<file path="src/rtl/tmr8_pkg.sv">
package tmr8_pkg;
  typedef enum logic [1:0] {
    K_NORMAL = 2'd0,
    K_CTC    = 2'd1,
    K_FAST   = 2'd2,
    K_PHASE  = 2'd3
  } kind_e;

  localparam int NUM_FLAGS = 3;
  localparam int F_TOV  = 0;
  localparam int F_CMPA = 1;
  localparam int F_CMPB = 2;
endpackage

</file>
<file path="src/rtl/tmr8_counter.sv">
module tmr8_counter
  import tmr8_pkg::*;
#(
  parameter int W = 8
) (
  input  logic         clk_i,
  input  logic         rst_ni,
  input  logic         run_i,
  input  kind_e        kind_i,
  input  logic [W-1:0] top_i,
  input  logic         ld_i,
  input  logic [W-1:0] ld_val_i,
  input  logic         clr_i,
  output logic [W-1:0] cnt_o,
  output logic         blk_o,
  output logic         top_hit_o,
  output logic         tov_evt_o,
  output logic         going_down_o
);
  localparam logic [W-1:0] ONE = W'(1);
  localparam logic [W-1:0] MAX = '1;

  logic [W-1:0] cnt_q, cnt_nx;
  logic         dir_up_q, dir_nx;
  logic         blk_q;
  logic         top_hit, tov;

  always_comb begin
    cnt_nx  = cnt_q + ONE;
    dir_nx  = 1'b1;
    top_hit = 1'b0;
    tov     = 1'b0;
    unique case (kind_i)
      K_NORMAL: tov = (cnt_q == MAX);
      K_CTC: begin
        tov = (cnt_q == MAX);
        if (clr_i) cnt_nx = '0;
      end
      K_FAST: begin
        if (cnt_q == top_i) begin
          cnt_nx  = '0;
          top_hit = 1'b1;
          tov     = 1'b1;
        end
      end
      K_PHASE: begin
        if (dir_up_q) begin
          if (cnt_q >= top_i) begin
            dir_nx  = 1'b0;
            top_hit = 1'b1;
            cnt_nx  = (cnt_q == '0) ? '0 : cnt_q - ONE;
          end
        end else if (cnt_q == '0) begin
          dir_nx = 1'b1;
          tov    = 1'b1;
          cnt_nx = (top_i == '0) ? '0 : ONE;
        end else begin
          dir_nx = 1'b0;
          cnt_nx = cnt_q - ONE;
        end
      end
      default: ;
    endcase
  end

  always_ff @(posedge clk_i or negedge rst_ni) begin
    if (!rst_ni) begin
      cnt_q    <= '0;
      dir_up_q <= 1'b1;
      blk_q    <= 1'b0;
    end else if (ld_i) begin
      cnt_q <= ld_val_i;
      blk_q <= 1'b1;
    end else if (run_i) begin
      cnt_q    <= cnt_nx;
      dir_up_q <= dir_nx;
      blk_q    <= 1'b0;
    end
  end

  assign cnt_o        = cnt_q;
  assign blk_o        = blk_q;
  assign top_hit_o    = run_i && !ld_i && top_hit;
  assign tov_evt_o    = run_i && !ld_i && tov;
  assign going_down_o = (kind_i == K_PHASE) && !dir_nx;

  assert_hold_stopped_R1: assert property (@(posedge clk_i) disable iff (!rst_ni)
    (!run_i && !ld_i) |=> $stable(cnt_q));

  assert_phase_turn_R10: assert property (@(posedge clk_i) disable iff (!rst_ni)
    (kind_i == K_PHASE && run_i && !ld_i && !dir_up_q && cnt_q == '0) |=> dir_up_q);
endmodule

</file>
<file path="src/rtl/tmr8_cmp_chan.sv">
module tmr8_cmp_chan #(
  parameter int W = 8
) (
  input  logic         clk_i,
  input  logic         rst_ni,
  input  logic         we_i,
  input  logic [W-1:0] wdata_i,
  input  logic         pwm_i,
  input  logic         load_i,
  input  logic [W-1:0] cnt_i,
  input  logic         run_i,
  input  logic         blk_i,
  output logic [W-1:0] ocr_o,
  output logic         match_o
);
  logic [W-1:0] buf_q, act_q;

  always_ff @(posedge clk_i or negedge rst_ni) begin
    if (!rst_ni) begin
      buf_q <= '0;
      act_q <= '0;
    end else begin
      if (we_i) buf_q <= wdata_i;
      if (!pwm_i && we_i) act_q <= wdata_i;
      else if (pwm_i && load_i) act_q <= buf_q;
    end
  end

  assign ocr_o   = act_q;
  assign match_o = run_i && !blk_i && (cnt_i == act_q);

  assert_pwm_hold_R9: assert property (@(posedge clk_i) disable iff (!rst_ni)
    (pwm_i && !load_i) |=> $stable(act_q));
endmodule

</file>
<file path="src/rtl/tmr8_wavegen.sv">
module tmr8_wavegen
  import tmr8_pkg::*;
#(
  parameter bit IS_A = 1'b1
) (
  input  logic       clk_i,
  input  logic       rst_ni,
  input  kind_e      kind_i,
  input  logic       top_sel_i,
  input  logic [1:0] com_i,
  input  logic       match_i,
  input  logic       force_i,
  input  logic       wrap_i,
  input  logic       going_down_i,
  output logic       wave_o
);
  logic wave_q, wave_nx, pwm, inv, tgl_ok, out_en;

  assign pwm    = (kind_i == K_FAST) || (kind_i == K_PHASE);
  assign inv    = (com_i == 2'd3);
  assign tgl_ok = IS_A && top_sel_i;

  always_comb begin
    wave_nx = wave_q;
    if (!pwm) begin
      if (match_i || force_i) begin
        unique case (com_i)
          2'd1:    wave_nx = !wave_q;
          2'd2:    wave_nx = 1'b0;
          2'd3:    wave_nx = 1'b1;
          default: ;
        endcase
      end
    end else if (com_i == 2'd1) begin
      if (tgl_ok && match_i) wave_nx = !wave_q;
    end else if (com_i[1]) begin
      if (kind_i == K_FAST) begin
        if (wrap_i)       wave_nx = !inv;
        else if (match_i) wave_nx = inv;
      end else if (match_i) begin
        wave_nx = going_down_i ? !inv : inv;
      end
    end
  end

  always_ff @(posedge clk_i or negedge rst_ni) begin
    if (!rst_ni) wave_q <= 1'b0;
    else         wave_q <= wave_nx;
  end

  assign out_en = pwm ? (com_i[1] || (com_i == 2'd1 && tgl_ok)) : (com_i != 2'd0);
  assign wave_o = out_en && wave_q;

  assert_pwm_force_ignored_R7: assert property (@(posedge clk_i) disable iff (!rst_ni)
    (pwm && force_i && !match_i && !wrap_i) |=> $stable(wave_q));
endmodule

</file>
<file path="src/rtl/tmr8_flags.sv">
module tmr8_flags #(
  parameter int N = 3
) (
  input  logic         clk_i,
  input  logic         rst_ni,
  input  logic [N-1:0] set_i,
  input  logic [N-1:0] clr_i,
  input  logic [N-1:0] en_i,
  output logic [N-1:0] flags_o,
  output logic [N-1:0] irq_o
);
  logic [N-1:0] flag_q;

  for (genvar i = 0; i < N; i++) begin : g_flag
    always_ff @(posedge clk_i or negedge rst_ni) begin
      if (!rst_ni)       flag_q[i] <= 1'b0;
      else if (set_i[i]) flag_q[i] <= 1'b1;
      else if (clr_i[i]) flag_q[i] <= 1'b0;
    end
  end

  assign flags_o = flag_q;
  assign irq_o   = flag_q & en_i;
endmodule

</file>
<file path="src/rtl/tmr8_pwm.sv">
module tmr8_pwm
  import tmr8_pkg::*;
#(
  parameter int W = 8
) (
  input  logic         clk_i,
  input  logic         rst_ni,
  input  logic         tick_i,
  input  logic [2:0]   clk_sel_i,
  input  logic [2:0]   mode_i,
  input  logic [1:0]   com_a_i,
  input  logic [1:0]   com_b_i,
  input  logic         cnt_we_i,
  input  logic [W-1:0] cnt_wdata_i,
  input  logic         ocr_a_we_i,
  input  logic         ocr_b_we_i,
  input  logic [W-1:0] ocr_wdata_i,
  input  logic         force_a_i,
  input  logic         force_b_i,
  input  logic [2:0]   flag_clr_i,
  input  logic [2:0]   irq_en_i,
  output logic [W-1:0] cnt_o,
  output logic         wave_a_o,
  output logic         wave_b_o,
  output logic [2:0]   flags_o,
  output logic [2:0]   irq_o
);
  localparam int NCH = 2;

  kind_e          kind;
  logic           top_sel, pwm, run, run_eff;
  logic [W-1:0]   cnt, top;
  logic           blk, top_hit, tov_evt, going_down;
  logic [NCH-1:0] ch_we, ch_match, ch_force, ch_wave;
  logic [W-1:0]   ch_ocr [NCH];
  logic [1:0]     ch_com [NCH];

  assign kind    = kind_e'(mode_i[1:0]);
  assign top_sel = mode_i[2];
  assign pwm     = (kind == K_FAST) || (kind == K_PHASE);
  assign run     = tick_i && (clk_sel_i != 3'd0);
  assign run_eff = run && !cnt_we_i;
  assign top     = (pwm && top_sel) ? ch_ocr[0] : '1;

  assign ch_we    = {ocr_b_we_i, ocr_a_we_i};
  assign ch_force = {force_b_i, force_a_i};
  assign ch_com[0] = com_a_i;
  assign ch_com[1] = com_b_i;

  tmr8_counter #(.W(W)) u_cnt (
    .clk_i       (clk_i),
    .rst_ni      (rst_ni),
    .run_i       (run_eff),
    .kind_i      (kind),
    .top_i       (top),
    .ld_i        (cnt_we_i),
    .ld_val_i    (cnt_wdata_i),
    .clr_i       (ch_match[0]),
    .cnt_o       (cnt),
    .blk_o       (blk),
    .top_hit_o   (top_hit),
    .tov_evt_o   (tov_evt),
    .going_down_o(going_down)
  );

  for (genvar c = 0; c < NCH; c++) begin : g_ch
    tmr8_cmp_chan #(.W(W)) u_cmp (
      .clk_i  (clk_i),
      .rst_ni (rst_ni),
      .we_i   (ch_we[c]),
      .wdata_i(ocr_wdata_i),
      .pwm_i  (pwm),
      .load_i (top_hit),
      .cnt_i  (cnt),
      .run_i  (run_eff),
      .blk_i  (blk),
      .ocr_o  (ch_ocr[c]),
      .match_o(ch_match[c])
    );

    tmr8_wavegen #(.IS_A(c == 0)) u_wave (
      .clk_i       (clk_i),
      .rst_ni      (rst_ni),
      .kind_i      (kind),
      .top_sel_i   (top_sel),
      .com_i       (ch_com[c]),
      .match_i     (ch_match[c]),
      .force_i     (ch_force[c]),
      .wrap_i      (top_hit),
      .going_down_i(going_down),
      .wave_o      (ch_wave[c])
    );
  end

  tmr8_flags #(.N(NUM_FLAGS)) u_flags (
    .clk_i  (clk_i),
    .rst_ni (rst_ni),
    .set_i  ({ch_match[1], ch_match[0], tov_evt}),
    .clr_i  (flag_clr_i),
    .en_i   (irq_en_i),
    .flags_o(flags_o),
    .irq_o  (irq_o)
  );

  assign cnt_o    = cnt;
  assign wave_a_o = ch_wave[0];
  assign wave_b_o = ch_wave[1];

  assert_block_R3: assert property (@(posedge clk_i) disable iff (!rst_ni)
    (blk && run_eff && flags_o[F_CMPA] == 1'b0 && flags_o[F_CMPB] == 1'b0)
      |=> (flags_o[F_CMPA] == 1'b0 && flags_o[F_CMPB] == 1'b0));

  assert_ctc_clear_R5: assert property (@(posedge clk_i) disable iff (!rst_ni)
    (kind == K_CTC && run_eff && ch_match[0]) |=> (cnt_o == '0));

  assert_tov_sets_R2: assert property (@(posedge clk_i) disable iff (!rst_ni)
    tov_evt |=> flags_o[F_TOV]);

  assert_clear_R12: assert property (@(posedge clk_i) disable iff (!rst_ni)
    (flag_clr_i[F_TOV] && !tov_evt) |=> !flags_o[F_TOV]);

  assert_force_no_count_R7: assert property (@(posedge clk_i) disable iff (!rst_ni)
    ((force_a_i || force_b_i) && !run && !cnt_we_i) |=> $stable(cnt_o));

  assert_b_toggle_off_R11: assert property (@(posedge clk_i) disable iff (!rst_ni)
    (pwm && com_b_i == 2'd1) |-> !wave_b_o);
endmodule

</file>
<file path="config.mk">
export PLATFORM = sky130hd
export DESIGN_NAME = tmr8_pwm
export DESIGN_NICKNAME = d
export VERILOG_FILES = /design/src/rtl/tmr8_pkg.sv /design/src/rtl/tmr8_counter.sv /design/src/rtl/tmr8_cmp_chan.sv /design/src/rtl/tmr8_wavegen.sv /design/src/rtl/tmr8_flags.sv /design/src/rtl/tmr8_pwm.sv
export SDC_FILE = /design/constraint.sdc
export NUM_CORES = 1
export LEC_CHECK = 0
export ABC_AREA = 0
export BUFFER_PORTS_ARGS = -buffer_cell sky130_fd_sc_hd__buf_2
export CELL_PAD_IN_SITES_DETAIL_PLACEMENT = 0
export CELL_PAD_IN_SITES_GLOBAL_PLACEMENT = 2
export CORE_MARGIN = 8
export CORE_UTILIZATION = 37
export CTS_BUF_LIST = sky130_fd_sc_hd__clkbuf_16
export CTS_CLUSTER_DIAMETER = 60
export CTS_CLUSTER_SIZE = 16
export DETAILED_ROUTE_END_ITERATION = 10
export PLACE_DENSITY = 0.86
export SLEW_MARGIN = 10
export SYNTH_ARGS = -nofsm -noshare
export SYNTH_HDL_FRONTEND = slang
export SYNTH_SLANG_ARGS = --single-unit
</file>
<file path="constraint.sdc">
create_clock -name clk_i -period 4.8 [get_ports clk_i]
set_input_delay 0.24 -clock clk_i [delete_from_list [all_inputs] [get_ports clk_i]]
set_output_delay 0.24 -clock clk_i [all_outputs]
set_load 0.1 [all_outputs]
</file>
==> results of run 1 <==
## cell type report
type | count | area [um^2]
Fill cell | 824 | 4620
Multi-Input combinational cell | 261 | 1790
Sequential cell | 47 | 1180
Timing Repair Buffer | 55 | 275
Tap cell | 105 | 131
Clock buffer | 5 | 125
Inverter | 10 | 37.5
Clock inverter | 3 | 21.3
## state kept, by name (all words and copies together), names as in the netlist
signal,flops
g_ch.u_cmp.buf_q,16
u_flags.flags_o,3
g_ch.u_wave.wave_q,2
g_ch.u_cmp.ocr_o,16
u_cnt.dir_up_q,1
u_cnt.cnt_o,8
u_cnt.blk_o,1
## placed cells by master (no fill, tap or decap), types with 10 or more instances in the layout
| master | Yosys | layout |
|---|---|---|
| a21oi_1 | 12 | 12 |
| buf_2 | 6 | 55 |
| dfrtp_1 | 46 | 46 |
| ha_1 | 11 | 11 |
| inv_1 | 9 | 10 |
| mux2_2 | 17 | 17 |
| mux2i_1 | 16 | 16 |
| nand2_1 | 43 | 43 |
| nor2_1 | 19 | 19 |
| nor3_1 | 11 | 11 |
| o21ai_0 | 23 | 23 |
| o21ai_1 | 13 | 13 |
| xnor2_1 | 18 | 18 |
## worst paths after layout
path	slack, ps	endpoint	startpoint	depth (start not counted)
min in group clk_i	130	u_flags.flags_o[0]	flag_clr_i[0]	2
worst max register to register	1630	g_ch[0].u_cmp.ocr_o[7]	u_cnt.cnt_o[0]	9
worst min-delay path	130	u_cnt.cnt_o[0]	rst_ni	1
max in group asynchronous	4020	u_cnt.cnt_o[6]	rst_ni	1
worst max-delay path	1560	g_ch[0].u_cmp.ocr_o[7]	mode_i[1]	11
worst min register to register	510	g_ch[1].u_cmp.buf_q[5]	g_ch[1].u_cmp.buf_q[5]	1
## per-stage QoR
stage	std cells	utilization	setup slack (ps)
after floorplan	335	-	1460
after global placement	478	0.417	1330
after detailed placement	478	0.417	1270
after CTS	486	0.435	1570
after global routing	486	0.435	1350
final	486	0.435	1560
## worst max-delay path, cell delays in order
cell      delay (ps)
buf_2            300
nand2_1          250
or2_2            340
ha_1             290
nand2b_1         150
a2111o_1         450
a31oi_1          270
nor2_1           110
o211ai_4         620
mux2i_1          250
o21ai_0           90
## power groups by stage
stage                     combinational (W)  clock, W  sequential (W)
after floorplan                    0.000224         0        0.000545
after global placement             0.000339         0        0.000517
after detailed placement           0.000342         0        0.000518
after CTS                          0.000343  0.000358        0.000511
after global routing               0.000373  0.000374        0.000519
final                              0.000340  0.000348        0.000510
## per-layer routing
layer  global-route usage  vias to the layer above
met3               0.0305                        4
met2                0.245                       41
li1                     -                     1309
met1                0.187                     1276
met4               0.0287                        0
met5                    0                        -
## kinds of logic after synthesis
family,share of synthesized area
compound gates,0.197
xor+xnor,0.0509
fa+ha+maj,0.0445
buf+inv,0.0412
flops,0.381
mux,0.114
simple gates,0.173
==> impl_metrics.tcl, run 1 <==
set metrics [dict create \
    finalWirelength_um 8090 \
    period_share 0.675 \
    hpwl_um 6140 \
    port_buffers 55 \
    cap_viol_max_count 0 \
    ys.flop_type "dfrtp_1" \
    final_hold_viol_count 0 \
    yosysMostFrequentCell "dfrtp_1" \
    gp_congestion 0.797 \
    setup_viol 0 \
    p_switching_w 0.000439 \
    ant_nets 0 \
    die_height_um 107 \
    routed_via_density 5.41 \
    path_max_fanout 18 \
    fmax_mhz 309 \
    seq_power_share 0.426 \
    synth.area.top_cells "dfrtp_1 37%, mux2_2 6.2%, nand2_1 5.2%, mux2i_1 5.2%, xnor2_1 5.1%" \
    p_leak_nw 1.63 \
    synth_top_cell_by_area "dfrtp_1" \
    setup_tns_ps 0 \
    die_w_um 107 \
    end_kind "flip-flop" \
    cp.required_ps 4920 \
    place_area_mm2 0.00341 \
    timing.hold.ws_ps 132 \
    drtIter0Drc 125 \
    ir_drop_v 0.000163 \
    pwr-share-comb 0.284 \
    std_cell_rows 33 \
    syn_avg_cell_area_um2 9.24 \
    p_per_area_mw_per_mm2 337 \
    ys_ff_latch 47 \
    highest_layer "met4" \
    clkTransAtPathRegs_ps 70 \
    core_area_mm2 0.00818 \
    first_pass_iters 4 \
    final_area_mm2 0.00356 \
    routedWlPerCell_um 16.6 \
    diodes 0 \
    vias 2630 \
    fin_crit_ps 3240 \
    hold_path.class "input port to asynchronous set/reset pin" \
    cts_buffers 5 \
    slew_violations 0 \
    ys_top_cells_by_count "46 x dfrtp_1, 43 x nand2_1, 23 x o21ai_0, 19 x nor2_1, 18 x xnor2_1" \
    yosysSeqAreaShare 0.381 \
    p_sw_frac 0.366 \
    path_class "input port to flip-flop" \
    postCtsSetupBuffers 0 \
    synthArstFlopShare 1.00 \
    area_growth_pct 15.0 \
    grt_max_degree 48 \
    drc 0 \
    grt_overflow_total 0 \
    cts_tree "done" \
    yosys_warnings 0 \
    fin_skew_ps 2.72 \
    synth_cell_type_count 59 \
    root_buffer "clkbuf_16" \
    synth_fp_nets 386 \
    route.met3.wl_um 278 \
    syn_inst 335 \
    grt_pass1_vias 2706 \
    grt_usage 0.145 \
    cp-start-kind "input port" \
    worstMarginPinSlew_ps 1040 \
    m1WireLength_um 3840 \
    io_pins 56 \
    grt_pass1_wl_um 13600 \
    slew_headroom 0.309 \
    htree_levels 2 \
    ctsHoldBuffers 0 \
    status "complete, no violations" \
    fin_nets 431 \
    synth_top_area_frac 0.372 \
    antenna_found_initial 0 \
    clockPowerShare 0.291 \
    netlist_area_mm2 0.00309 \
    synth_edf_count 0 \
    power_w 0.00120 \
    clock-sinks 47 \
    start_util 0.378 \
    wl_met2_um 3910 \
    power.internal_w 0.000759 \
    arrival_ps 3360 \
    clockBufferDepth 2 \
    clkLatencyLatePin_ps 280 \
    drive_gt1_frac 0.241 \
    die_area_mm2 0.0115 \
    cts_resized 0 \
    rsz0062_at_grt "false" \
]
Note: power is estimated with default switching activity, not from simulation.
==> run 2: changes to the inputs <==
--- a/config.mk
+++ b/config.mk
@@ -10,12 +10,12 @@
 export CELL_PAD_IN_SITES_DETAIL_PLACEMENT = 0
 export CELL_PAD_IN_SITES_GLOBAL_PLACEMENT = 2
 export CORE_MARGIN = 8
-export CORE_UTILIZATION = 37
+export CORE_UTILIZATION = 34
 export CTS_BUF_LIST = sky130_fd_sc_hd__clkbuf_16
 export CTS_CLUSTER_DIAMETER = 60
 export CTS_CLUSTER_SIZE = 16
 export DETAILED_ROUTE_END_ITERATION = 10
-export PLACE_DENSITY = 0.86
+export PLACE_DENSITY = 0.8
 export SLEW_MARGIN = 10
 export SYNTH_ARGS = -nofsm -noshare
 export SYNTH_HDL_FRONTEND = slang
==> constraint.sdc (replaced) <==
create_clock -name clk_i -period 3.3 [get_ports clk_i]
set_input_delay 0.165 -clock clk_i [delete_from_list [all_inputs] [get_ports clk_i]]
set_output_delay 0.165 -clock clk_i [all_outputs]
set_load 0.1 [all_outputs]
==> run 2 against run 1 <==
Utilization down 2.9 points. Routed wire length is 6.9% higher. Cell count rose by 3.9%. Worst hold slack worse by 89 ps. Combinational power grew 59%. Sequential cell count is the same. Clock-buffer cell count unchanged. Die area is 7.5% higher. Global-route usage fell by 0.37 points. Sequential share of layout area is 0.94 points lower. Power grew 48%. Sequential power increased by 41%. Critical endpoint is now u_cnt.cnt_o[3]. Highest routed layer unchanged.
==> impl_metrics.tcl, run 2 (synthesis results as in run 1) <==
set metrics [dict create \
    status "complete, no violations" \
    core_area_mm2 0.00902 \
    io_pins 56 \
    clock-sinks 47 \
    die_w_um 111 \
    die_height_um 111 \
    cts_tree "done" \
    final_cell_mix "55 x buf_2, 45 x dfrtp_1, 43 x nand2_1, 23 x o21ai_0, 19 x nor2_1" \
    drtIter0Drc 133 \
    setup_ws_ps 383 \
    worstMarginPinSlew_ps 1070 \
    p_leak_nw 1.69 \
    diodes 0 \
    dpl.cell_count 496 \
    final_hold_viol_count 0 \
    fmax_mhz 343 \
    grt_overflow_total 0 \
    area_growth_pct 18.4 \
    gr-usage-met1 0.182 \
    drive_gt1_frac 0.266 \
    cp.required_ps 3500 \
    antenna_found_initial 0 \
    setup_viol 0 \
    arrival_ps 3120 \
    fin_cells 505 \
    grt_pass1_wl_um 14600 \
    htree_levels 2 \
    finalWirelength_um 8640 \
    rsz0062_at_grt "false" \
    ant_nets 0 \
    busiest_layer "met2" \
    cap_viol_max_count 0 \
    grt_pass1_vias 2847 \
    fin_skew_ps 5.56 \
    fin_nets 444 \
    path_max_fanout 9 \
    fin_crit_ps 2920 \
    vias 2701 \
    grt_max_degree 31 \
    routedWlPerCell_um 17.1 \
    hpwl_um 6490 \
    clkLatencyLatePin_ps 290 \
    gp_congestion 0.812 \
    clockBufferDepth 2 \
    hold_path.class "input port to flip-flop" \
    setup_tns_ps 0 \
    grt_usage 0.142 \
    met3_usage 0.0306 \
    path_class "flip-flop to flip-flop" \
    final_common_cell "buf_2" \
    cp-start-kind "flip-flop" \
    die_area_mm2 0.0124 \
    slew_violations 0 \
    port_buffers 55 \
    clkTransAtPathRegs_ps 70 \
    dp_slack_ps 420 \
    fillers 923 \
    slew_headroom 0.285 \
    drc 0 \
    p_per_area_mw_per_mm2 485 \
    cts_buffers 5 \
    root_buffer "clkbuf_16" \
    first_pass_iters 4 \
    period_share 0.884 \
    end_kind "flip-flop" \
    std_cell_rows 35 \
    routed_via_density 5.35 \
    ir_drop_v 0.000200 \
    start_util 0.343 \
    use_met2 0.232 \
]
run 2: changes by cell type in the layout (fill, tap and decap cells not counted):
| cell | delta |
|---|---|
| clkinv_4 | -2 |
| dlygate4sd3_1 | +1 |
| inv_6 | +1 |
| dfrtp_1 | -1 |
| clkinvlp_4 | +1 |
| dfrtp_2 | +1 |
| buf_4 | +12 |
run 2: per-layer routing:
layer	share of wire	up-vias	routed length, um
met3	0.044	10	379
li1	-	1332	-
met5	0	-	0
met4	0.017	0	146
met1	0.47	1305	4050
met2	0.47	54	4070
run 2: final timing paths:
path	start	endpoint	slack [ps]	cells after the start
worst max-delay path	g_ch[0].u_cmp.ocr_o[0]	u_cnt.cnt_o[3]	380	8
worst min-delay path	flag_clr_i[1]	u_flags.flags_o[1]	40	2
worst max register to register	g_ch[0].u_cmp.ocr_o[0]	u_cnt.cnt_o[3]	380	8
worst min register to register	u_cnt.blk_o	u_cnt.blk_o	500	2
max in group asynchronous	rst_ni	g_ch[1].u_cmp.buf_q[7]	2130	3
min in group asynchronous	rst_ni	g_ch[0].u_wave.wave_q	460	2
run 2: worst max-delay path: stages, from the launching register on:
cell	delay, ps
dfrtp_1	420
or2_2	310
ha_1	290
nand2b_1	140
a2111o_1	440
a31oi_1	310
o221ai_2	300
or3_1	420
a22oi_1	180
run 2: where the power goes:
part	total, W	internal [W]	leakage [nW]	switching [W]
clock network	0.000518	0.000281	0.0716	0.000237
registers	0.000720	0.000644	0.565	0.0000755
logic	0.000540	0.000196	1.05	0.000344
run 2: final cells by class:
class	instances	area, um^2	area share
well taps	111	139	0.0379
clock inverters	3	20.0	0.00546
repair buffers	68	375	0.102
clock buffers	5	125	0.0341
inverters	10	37.5	0.0102
flip-flops and latches	47	1180	0.322
multi-input cells	261	1790	0.488
run 2: per-stage QoR:
stage               total power (W)   util  hold WS, ps  area (um^2)
floorplan                   0.00112      -         -131         3100
detailed placement          0.00127  0.389          271         3510
global placement            0.00127  0.389          272         3510
CTS                         0.00180  0.406         43.2         3660
global route                0.00188  0.406         63.0         3660
finish                      0.00178  0.406         43.2         3660
run 2: what timing repair did:
| action | in CTS | in global routing |
|---|---|---|
| hold endpoints to repair | 28 | 0 |
| gates resized for setup | 0 | 0 |
| hold buffers | 1 | 0 |
| setup buffers | 0 | 0 |
